## src/rtl/afl_pkg.sv

```systemverilog
// Package for the fault logger: class indices, the per-class rule table
// and the masks derived from it. Assumes one vector bit per error class.
package afl_pkg;

    localparam int NCLS   = 11;
    localparam int C_UE   = 0;
    localparam int C_CE   = 1;
    localparam int C_EDP  = 2;
    localparam int C_WBP  = 3;
    localparam int C_CPP  = 4;
    localparam int C_BUFP = 5;
    localparam int C_BERR = 6;
    localparam int C_TOUT = 7;
    localparam int C_IVUE = 8;
    localparam int C_TAGP = 9;
    localparam int C_SAP  = 10;

    typedef enum logic [2:0] {
        TK_NONE,
        TK_DEFER_ID,
        TK_DEFER_D,
        TK_DISRUPT_D,
        TK_DISRUPT_C,
        TK_FATAL
    } trap_kind_e;

    typedef struct packed {
        logic       cap_pa;
        logic       keep_e;
        logic       keep_p;
        logic       log_priv;
        trap_kind_e kind;
    } rule_t;

    // Fixed handling rules of one error class
    function automatic rule_t rule_of(input int idx);
        rule_t r;
        case (idx)
            C_UE:    r = '{1'b1, 1'b1, 1'b0, 1'b1, TK_DEFER_ID};
            C_CE:    r = '{1'b1, 1'b1, 1'b0, 1'b0, TK_DISRUPT_C};
            C_EDP:   r = '{1'b0, 1'b0, 1'b1, 1'b1, TK_DEFER_ID};
            C_WBP:   r = '{1'b0, 1'b0, 1'b1, 1'b0, TK_DISRUPT_D};
            C_CPP:   r = '{1'b0, 1'b0, 1'b1, 1'b0, TK_NONE};
            C_BUFP:  r = '{1'b0, 1'b0, 1'b1, 1'b1, TK_DEFER_ID};
            C_BERR:  r = '{1'b1, 1'b0, 1'b0, 1'b1, TK_DEFER_ID};
            C_TOUT:  r = '{1'b1, 1'b0, 1'b0, 1'b1, TK_DEFER_ID};
            C_IVUE:  r = '{1'b0, 1'b0, 1'b0, 1'b1, TK_DEFER_D};
            C_TAGP:  r = '{1'b0, 1'b0, 1'b1, 1'b0, TK_FATAL};
            C_SAP:   r = '{1'b0, 1'b0, 1'b0, 1'b0, TK_FATAL};
            default: r = '{1'b0, 1'b0, 1'b0, 1'b0, TK_NONE};
        endcase
        return r;
    endfunction

    // Mask of classes whose rule sets a chosen field (0 pa, 1 esynd, 2 psynd, 3 priv)
    function automatic logic [NCLS-1:0] mask_of(input int field);
        logic [NCLS-1:0] m;
        rule_t           r;
        m = '0;
        for (int i = 0; i < NCLS; i++) begin
            r = rule_of(i);
            case (field)
                0:       m[i] = r.cap_pa;
                1:       m[i] = r.keep_e;
                2:       m[i] = r.keep_p;
                default: m[i] = r.log_priv;
            endcase
        end
        return m;
    endfunction

    // Mask of classes whose status software may clear
    function automatic logic [NCLS-1:0] sw_clear_mask();
        logic [NCLS-1:0] m;
        for (int i = 0; i < NCLS; i++) begin
            m[i] = (rule_of(i).kind != TK_FATAL);
        end
        return m;
    endfunction

endpackage

```

## src/rtl/afl_classifier.sv

```systemverilog
// Turns the event vector into capture enables and trap requests using
// the per-class rule table. Purely combinational; any mix of classes
// may be active in one cycle and their effects are OR-ed.
module afl_classifier
    import afl_pkg::*;
(
    input  logic [NCLS-1:0] evt_vec,
    input  logic            evt_instr,
    output logic            any_cap_pa,
    output logic            any_keep_e,
    output logic            any_keep_p,
    output logic            any_log_priv,
    output logic            req_instr,
    output logic            req_data,
    output logic            req_corr,
    output logic            req_fatal
);

    logic [NCLS-1:0] cls_instr;
    logic [NCLS-1:0] cls_data;
    logic [NCLS-1:0] cls_corr;
    logic [NCLS-1:0] cls_fatal;

    // One decoder per class, each applying its own fixed trap rule
    for (genvar g = 0; g < NCLS; g++) begin : g_cls
        localparam rule_t RL = rule_of(g);
        always_comb begin
            cls_instr[g] = evt_vec[g] && (RL.kind == TK_DEFER_ID) && evt_instr;
            cls_data[g]  = evt_vec[g] && (((RL.kind == TK_DEFER_ID) && !evt_instr)
                                          || (RL.kind == TK_DEFER_D)
                                          || (RL.kind == TK_DISRUPT_D));
            cls_corr[g]  = evt_vec[g] && (RL.kind == TK_DISRUPT_C);
            cls_fatal[g] = evt_vec[g] && (RL.kind == TK_FATAL);
        end
    end

    // Merge per-class decisions into single enables and requests
    always_comb begin
        any_cap_pa   = |(evt_vec & mask_of(0));
        any_keep_e   = |(evt_vec & mask_of(1));
        any_keep_p   = |(evt_vec & mask_of(2));
        any_log_priv = |(evt_vec & mask_of(3));
        req_instr    = |cls_instr;
        req_data     = |cls_data;
        req_corr     = |cls_corr;
        req_fatal    = |cls_fatal;
    end

endmodule

```

## src/rtl/afl_regs.sv

```systemverilog
// Fault address and status storage with first-error locking, write-one
// clear for non-fatal bits and the software read mux. Assumes a capture
// in the same cycle as a software write takes precedence.
module afl_regs
    import afl_pkg::*;
#(
    parameter int PA_W    = 41,
    parameter int PA_LSB  = 4,
    parameter int ESYND_W = 8,
    parameter int PSYND_W = 4,
    parameter int DATA_W  = 64
) (
    input  logic                   clk,
    input  logic                   rst_n,
    input  logic [NCLS-1:0]        evt_vec,
    input  logic [PA_W-1:0]        evt_pa,
    input  logic [ESYND_W-1:0]     evt_esynd,
    input  logic [PSYND_W-1:0]     evt_psynd,
    input  logic                   evt_priv,
    input  logic                   any_cap_pa,
    input  logic                   any_keep_e,
    input  logic                   any_keep_p,
    input  logic                   any_log_priv,
    input  logic                   reg_sel,
    input  logic                   reg_wr,
    input  logic [DATA_W-1:0]      reg_wdata,
    output logic [DATA_W-1:0]      reg_rdata,
    output logic [NCLS-1:0]        status_q,
    output logic [PA_W-1:PA_LSB]   afar_q
);

    localparam int SR_USED = NCLS + 1 + ESYND_W + PSYND_W;
    localparam logic [NCLS-1:0] PA_LOCK   = mask_of(0);
    localparam logic [NCLS-1:0] E_LOCK    = mask_of(1);
    localparam logic [NCLS-1:0] P_LOCK    = mask_of(2);
    localparam logic [NCLS-1:0] PRIV_LOCK = mask_of(3);
    localparam logic [NCLS-1:0] CLR_OK    = sw_clear_mask();

    logic               priv_q;
    logic [ESYND_W-1:0] esynd_q;
    logic [PSYND_W-1:0] psynd_q;
    logic               wr_sr;
    logic               wr_ar;
    logic [NCLS-1:0]    clr_bits;
    logic [SR_USED-1:0] sr_view;

    // Decode software writes and the bits they may clear
    always_comb begin
        wr_sr    = reg_wr && !reg_sel;
        wr_ar    = reg_wr && reg_sel;
        clr_bits = wr_sr ? (reg_wdata[NCLS-1:0] & CLR_OK) : '0;
    end

    // Status bits: set by events, cleared by write-one, event wins
    always_ff @(posedge clk) begin
        if (!rst_n) status_q <= '0;
        else        status_q <= (status_q & ~clr_bits) | evt_vec;
    end

    // Address register: locked capture, else software write of bits 40:4
    always_ff @(posedge clk) begin
        if (!rst_n)                                        afar_q <= '0;
        else if (any_cap_pa && !(|(status_q & PA_LOCK)))   afar_q <= evt_pa[PA_W-1:PA_LSB];
        else if (wr_ar)                                    afar_q <= reg_wdata[PA_W-1:PA_LSB];
    end

    // Syndrome fields: each kept only while its owners are clear
    always_ff @(posedge clk) begin
        if (!rst_n) begin
            esynd_q <= '0;
            psynd_q <= '0;
        end else begin
            if (any_keep_e && !(|(status_q & E_LOCK))) esynd_q <= evt_esynd;
            if (any_keep_p && !(|(status_q & P_LOCK))) psynd_q <= evt_psynd;
        end
    end

    // Privilege bit: recorded by privilege-logging classes when unlocked
    always_ff @(posedge clk) begin
        if (!rst_n)                                              priv_q <= 1'b0;
        else if (any_log_priv && !(|(status_q & PRIV_LOCK)))     priv_q <= evt_priv;
    end

    // Read mux for the two software registers
    always_comb begin
        sr_view   = {psynd_q, esynd_q, priv_q, status_q};
        reg_rdata = '0;
        if (reg_sel) reg_rdata[PA_W-1:PA_LSB] = afar_q;
        else         reg_rdata[SR_USED-1:0]   = sr_view;
    end

endmodule

```

## src/rtl/afl_trap_out.sv

```systemverilog
// Registers the trap and reset requests so that each output is a clean
// one-cycle pulse after the edge that samples the event.
module afl_trap_out (
    input  logic clk,
    input  logic rst_n,
    input  logic req_instr,
    input  logic req_data,
    input  logic req_corr,
    input  logic req_fatal,
    output logic trap_instr_err,
    output logic trap_data_err,
    output logic trap_corr_err,
    output logic por_req
);

    // Register the requests; they last as long as the event, one cycle
    always_ff @(posedge clk) begin
        if (!rst_n) begin
            trap_instr_err <= 1'b0;
            trap_data_err  <= 1'b0;
            trap_corr_err  <= 1'b0;
            por_req        <= 1'b0;
        end else begin
            trap_instr_err <= req_instr;
            trap_data_err  <= req_data;
            trap_corr_err  <= req_corr;
            por_req        <= req_fatal;
        end
    end

endmodule

```

## src/rtl/async_fault_log.sv

```systemverilog
// Top of the asynchronous fault logger: classifier, register file and
// trap pulse stage. Assumes event inputs are synchronous to clk.
module async_fault_log
    import afl_pkg::*;
#(
    parameter int PA_W    = 41,
    parameter int PA_LSB  = 4,
    parameter int ESYND_W = 8,
    parameter int PSYND_W = 4,
    parameter int DATA_W  = 64
) (
    input  logic               clk,
    input  logic               rst_n,
    input  logic [NCLS-1:0]    evt_vec,
    input  logic [PA_W-1:0]    evt_pa,
    input  logic [ESYND_W-1:0] evt_esynd,
    input  logic [PSYND_W-1:0] evt_psynd,
    input  logic               evt_instr,
    input  logic               evt_priv,
    input  logic               reg_sel,
    input  logic               reg_wr,
    input  logic [DATA_W-1:0]  reg_wdata,
    output logic [DATA_W-1:0]  reg_rdata,
    output logic               trap_instr_err,
    output logic               trap_data_err,
    output logic               trap_corr_err,
    output logic               por_req
);

    logic                 any_cap_pa;
    logic                 any_keep_e;
    logic                 any_keep_p;
    logic                 any_log_priv;
    logic                 req_instr;
    logic                 req_data;
    logic                 req_corr;
    logic                 req_fatal;
    logic [NCLS-1:0]      status_q;
    logic [PA_W-1:PA_LSB] afar_q;

    afl_classifier u_cls (
        .evt_vec      (evt_vec),
        .evt_instr    (evt_instr),
        .any_cap_pa   (any_cap_pa),
        .any_keep_e   (any_keep_e),
        .any_keep_p   (any_keep_p),
        .any_log_priv (any_log_priv),
        .req_instr    (req_instr),
        .req_data     (req_data),
        .req_corr     (req_corr),
        .req_fatal    (req_fatal)
    );

    afl_regs #(
        .PA_W    (PA_W),
        .PA_LSB  (PA_LSB),
        .ESYND_W (ESYND_W),
        .PSYND_W (PSYND_W),
        .DATA_W  (DATA_W)
    ) u_regs (
        .clk          (clk),
        .rst_n        (rst_n),
        .evt_vec      (evt_vec),
        .evt_pa       (evt_pa),
        .evt_esynd    (evt_esynd),
        .evt_psynd    (evt_psynd),
        .evt_priv     (evt_priv),
        .any_cap_pa   (any_cap_pa),
        .any_keep_e   (any_keep_e),
        .any_keep_p   (any_keep_p),
        .any_log_priv (any_log_priv),
        .reg_sel      (reg_sel),
        .reg_wr       (reg_wr),
        .reg_wdata    (reg_wdata),
        .reg_rdata    (reg_rdata),
        .status_q     (status_q),
        .afar_q       (afar_q)
    );

    afl_trap_out u_trap (
        .clk            (clk),
        .rst_n          (rst_n),
        .req_instr      (req_instr),
        .req_data       (req_data),
        .req_corr       (req_corr),
        .req_fatal      (req_fatal),
        .trap_instr_err (trap_instr_err),
        .trap_data_err  (trap_data_err),
        .trap_corr_err  (trap_corr_err),
        .por_req        (por_req)
    );

endmodule

```

## config.mk

```make
export PLATFORM = sky130hd
export DESIGN_NAME = async_fault_log
export DESIGN_NICKNAME = d
export VERILOG_FILES = /design/src/rtl/afl_pkg.sv /design/src/rtl/afl_classifier.sv /design/src/rtl/afl_regs.sv /design/src/rtl/afl_trap_out.sv /design/src/rtl/async_fault_log.sv
export SDC_FILE = /design/constraint.sdc
export NUM_CORES = 1
export LEC_CHECK = 0
export ABC_AREA = 1
export BUFFER_PORTS_ARGS = -buffer_cell sky130_fd_sc_hd__clkbuf_2
export CORE_MARGIN = 4
export CORE_UTILIZATION = 45
export CTS_BUF_LIST = sky130_fd_sc_hd__clkbuf_4 sky130_fd_sc_hd__clkbuf_8
export CTS_CLUSTER_DIAMETER = 40
export DETAILED_ROUTE_END_ITERATION = 6
export PLACE_DENSITY_LB_ADDON = 0.25
export SYNTH_ARGS = -nofsm -noshare
export SYNTH_HDL_FRONTEND = slang
export SYNTH_SLANG_ARGS = --single-unit
```

## constraint.sdc

```tcl
create_clock -name clk -period 1.7 [get_ports clk]
set_input_delay 0.34 -clock clk [delete_from_list [all_inputs] [get_ports clk]]
set_output_delay 0.34 -clock clk [all_outputs]
set_load 0.05 [all_outputs]
```

==> results by group <==
Timing
  – Final period util: 0.951
  – Tmin final: 1.62 ns
  – Worst clock skew: 0.0145 ns
  – Max Freq: 619 MHz
  – Hold Fails Final Rpt: 0
  – Setup repair after global routing missed its margin: no
  – # setup viols final: 0
  – Minimum hold slack: 0.238 ns
  – Slew @ Worst Pin: 0.527 ns
  – Setup slack after layout: 0.0840 ns
  – Rel. slew slack: 0.647
  – Slew Viols, Final: 0

Global route
  – First-pass GRT wire length: 17000 um
  – Vias in the first global route: 3870
  – GRT Util Overall: 0.203
  – Gr ovfl total: 0
  – Initial antenna violation count: 0
  – Largest net degree at the start of global routing: 50

Final layout
  – Most frequent cells in the layout: nor2_1 (174), clkbuf_2 (139), nand2_1 (122), inv_1 (119), dfxtp_1 (65)
  – Most common cell after layout, fill and taps aside: nor2_1
  – Area growth, synth to finish: 27.2%
  – Proportion of layout cells with a drive suffix above 1: 0.258
  – Nets: 929
  – Post-layout util: 0.600
  – Ant. Diodes: 0
  – Design area: 5030 um^2

Routing
  – Routed vias/inst: 4.39
  – First DRT Iteration DRCs: 167
  – Detailed Route WL: 10300 um
  – Final ANT Viol Nets: 0
  – Drt drc: 0
  – DR pass1 iterations: 4
  – Routed length per placed instance: 11.4 um
  – Via count: 3973

Placement
  – Buffers added on ports: 151
  – DP Area: 4830 um^2
  – Final HPWL from detailed placement: 7880 um
  – Placement Setup Slack: 0.143 ns
  – Routability Congestion: 0.828

CTS
  – Post-CTS setup buffers: 0
  – Inserted Clock Buffers: 9
  – CTS tree: done
  – Clk buf depth: 2
  – CTS clk-pin slew, worst paths: 0.07 ns
  – # H-tree levels: 3
  – Clk_lat worst skew: 0.34 ns
  – Root buf cell: clkbuf_8
  – CTS sink count: 65

Floorplanning
  – Die Span Y: 102 um
  – Cell Rows: 33
  – Io pins: 202
  – Die width: 102 um
  – Initial Util: 0.472
  – Die area: 10300 um^2
  – Core Footprint: 8380 um^2

Synth
  – Seq/Total Area, Yosys: 0.329
  – Synth warnings: 0
  – Syn avg cell area: 6.03 um^2
  – Netlist cell types: 25
  – Synthesized cell area: 3950 um^2
  – Post-Syn Instances: 655
  – FF+latch count, synth: 65

Worst setup path
  – Max FO, Critical Path: 2
  – Worst path cell trace: inv_1 > o21ai_0 > buf_12
  – Critical path type: reg2out
  – Launch point of the worst reg-to-reg path: u_regs.status_q[0]
  – Critical Path RT: 1.36 ns
  – Crit path launch: u_regs.status_q[6]
  – Type of origin of the critical path: flip-flop
  – Max stage delay on crit path: 0.37 ns
  – Crit-path slowest cell: o21ai_0
  – WP data arrival: 1.28 ns
  – Worst path top cell family by delay: compound AO/OA/AOI/OAI gates
  – Worst setup EP type: output port
  – CP Buf/Inv Count: 2

Worst hold path
  – HP Start: evt_esynd[3]
  – HP Class: in2reg

Pwr
  – Peak supply drop: 0.454 mV
  – Leakage: 2.88 nW
  – Power density over the cells: 859 nW/um^2

Run status
  – Status: finished, final reports clean

Flow run
  – Max-cap violations: 0
sequential cells by signal, summed over array words and instances (netlist names):
register	cells
u_regs.afar_q	37
u_regs.status_q	11
u_regs.esynd_q	8
u_regs.psynd_q	4
u_regs.priv_q	1
u_trap.por_req	1
u_trap.trap_corr_err	1
u_trap.trap_data_err	1
u_trap.trap_instr_err	1
final cells by class:
class / count / area (um^2)
clock buffers: 11 / 145
flip-flops and latches: 65 / 1300
repair buffers: 162 / 1070
multi-input cells: 435 / 1870
well taps: 105 / 131
clock inverters: 5 / 55.1
fillers: 839 / 3350
inverters: 122 / 458
worst register-to-register path, cell delays in order, from the launching register on:
cell and delay (ns):
dfxtp_1 0.32, inv_2 0.10, nand2_4 0.07, nor2_4 0.11, buf_4 0.37, nand3_1 0.14, nand2_1 0.11, nor2_1 0.05
nor2_1 0.09
cell families (layout without fill, tap and decap cells):
| family | after synthesis | after routing | share of synthesized area |
|---|---|---|---|
| and+or+nand+nor | 362 | 362 | 0.373 |
| AOI/OAI and AO/OA | 50 | 50 | 0.0636 |
| DFF | 65 | 65 | 0.329 |
| buffers and inverters | 177 | 300 | 0.233 |
| other | 1 | 23 | 0.000949 |
path summary, 6_finish.rpt:
kind / endpoint / slack (ns) / cells after the start
hold reg to reg: u_regs.status_q[3] / 0.48 / 2
setup reg to reg: u_regs.afar_q[35] / 0.30 / 8
setup / recovery: reg_rdata[6] / 0.08 / 3
hold / removal: u_regs.esynd_q[3] / 0.24 / 3
routing by layer:
layer / global-route usage / up-vias / share of wire / routed length [um]
li1: - / 2159 / - / -
met1: 0.243 / 1675 / 0.42 / 4370
met2: 0.366 / 128 / 0.49 / 5040
met3: 0.0372 / 11 / 0.072 / 737
met4: 0.0654 / 0 / 0.014 / 141
met5: 0 / - / 0 / 0
power by group:
| group | internal, mW | switching (mW) | leakage (nW) |
|---|---|---|---|
| registers | 1.65 | 0.0545 | 0.537 |
| clock network | 0.729 | 0.581 | 0.0987 |
| logic | 0.433 | 0.872 | 2.25 |
timing repair:
item | 4_1_cts | 5_1_grt
endpoints found under the setup margin | 0 | 1
hold buffers | 0 | 0
resized for setup | 0 | 1
through the flow:
stage	instances	total power, mW	setup TNS (ns)
finish	905	4.32	0
global route	905	4.57	0
CTS	905	4.36	0
detailed placement	889	3.04	0
global placement	889	3.02	0
floorplan	677	2.70	-1.81
cell usage after synthesis (all sizes together):
master          n  area [um^2]
nand4           3         18.8
nor2          180          691
a21oi          16         80.1
a31oi           1         6.26
clkbuf         10         91.3
nor3            1         10.0
dlygate4sd1     2         17.5
dlymetal6s2s    1         12.5
buf            42          342
nand3          50          250
conb            1         3.75
o21ai          33          165
dfxtp          65         1300
nand2         128          505
inv           122          458
(Power assumes the default switching activity.)
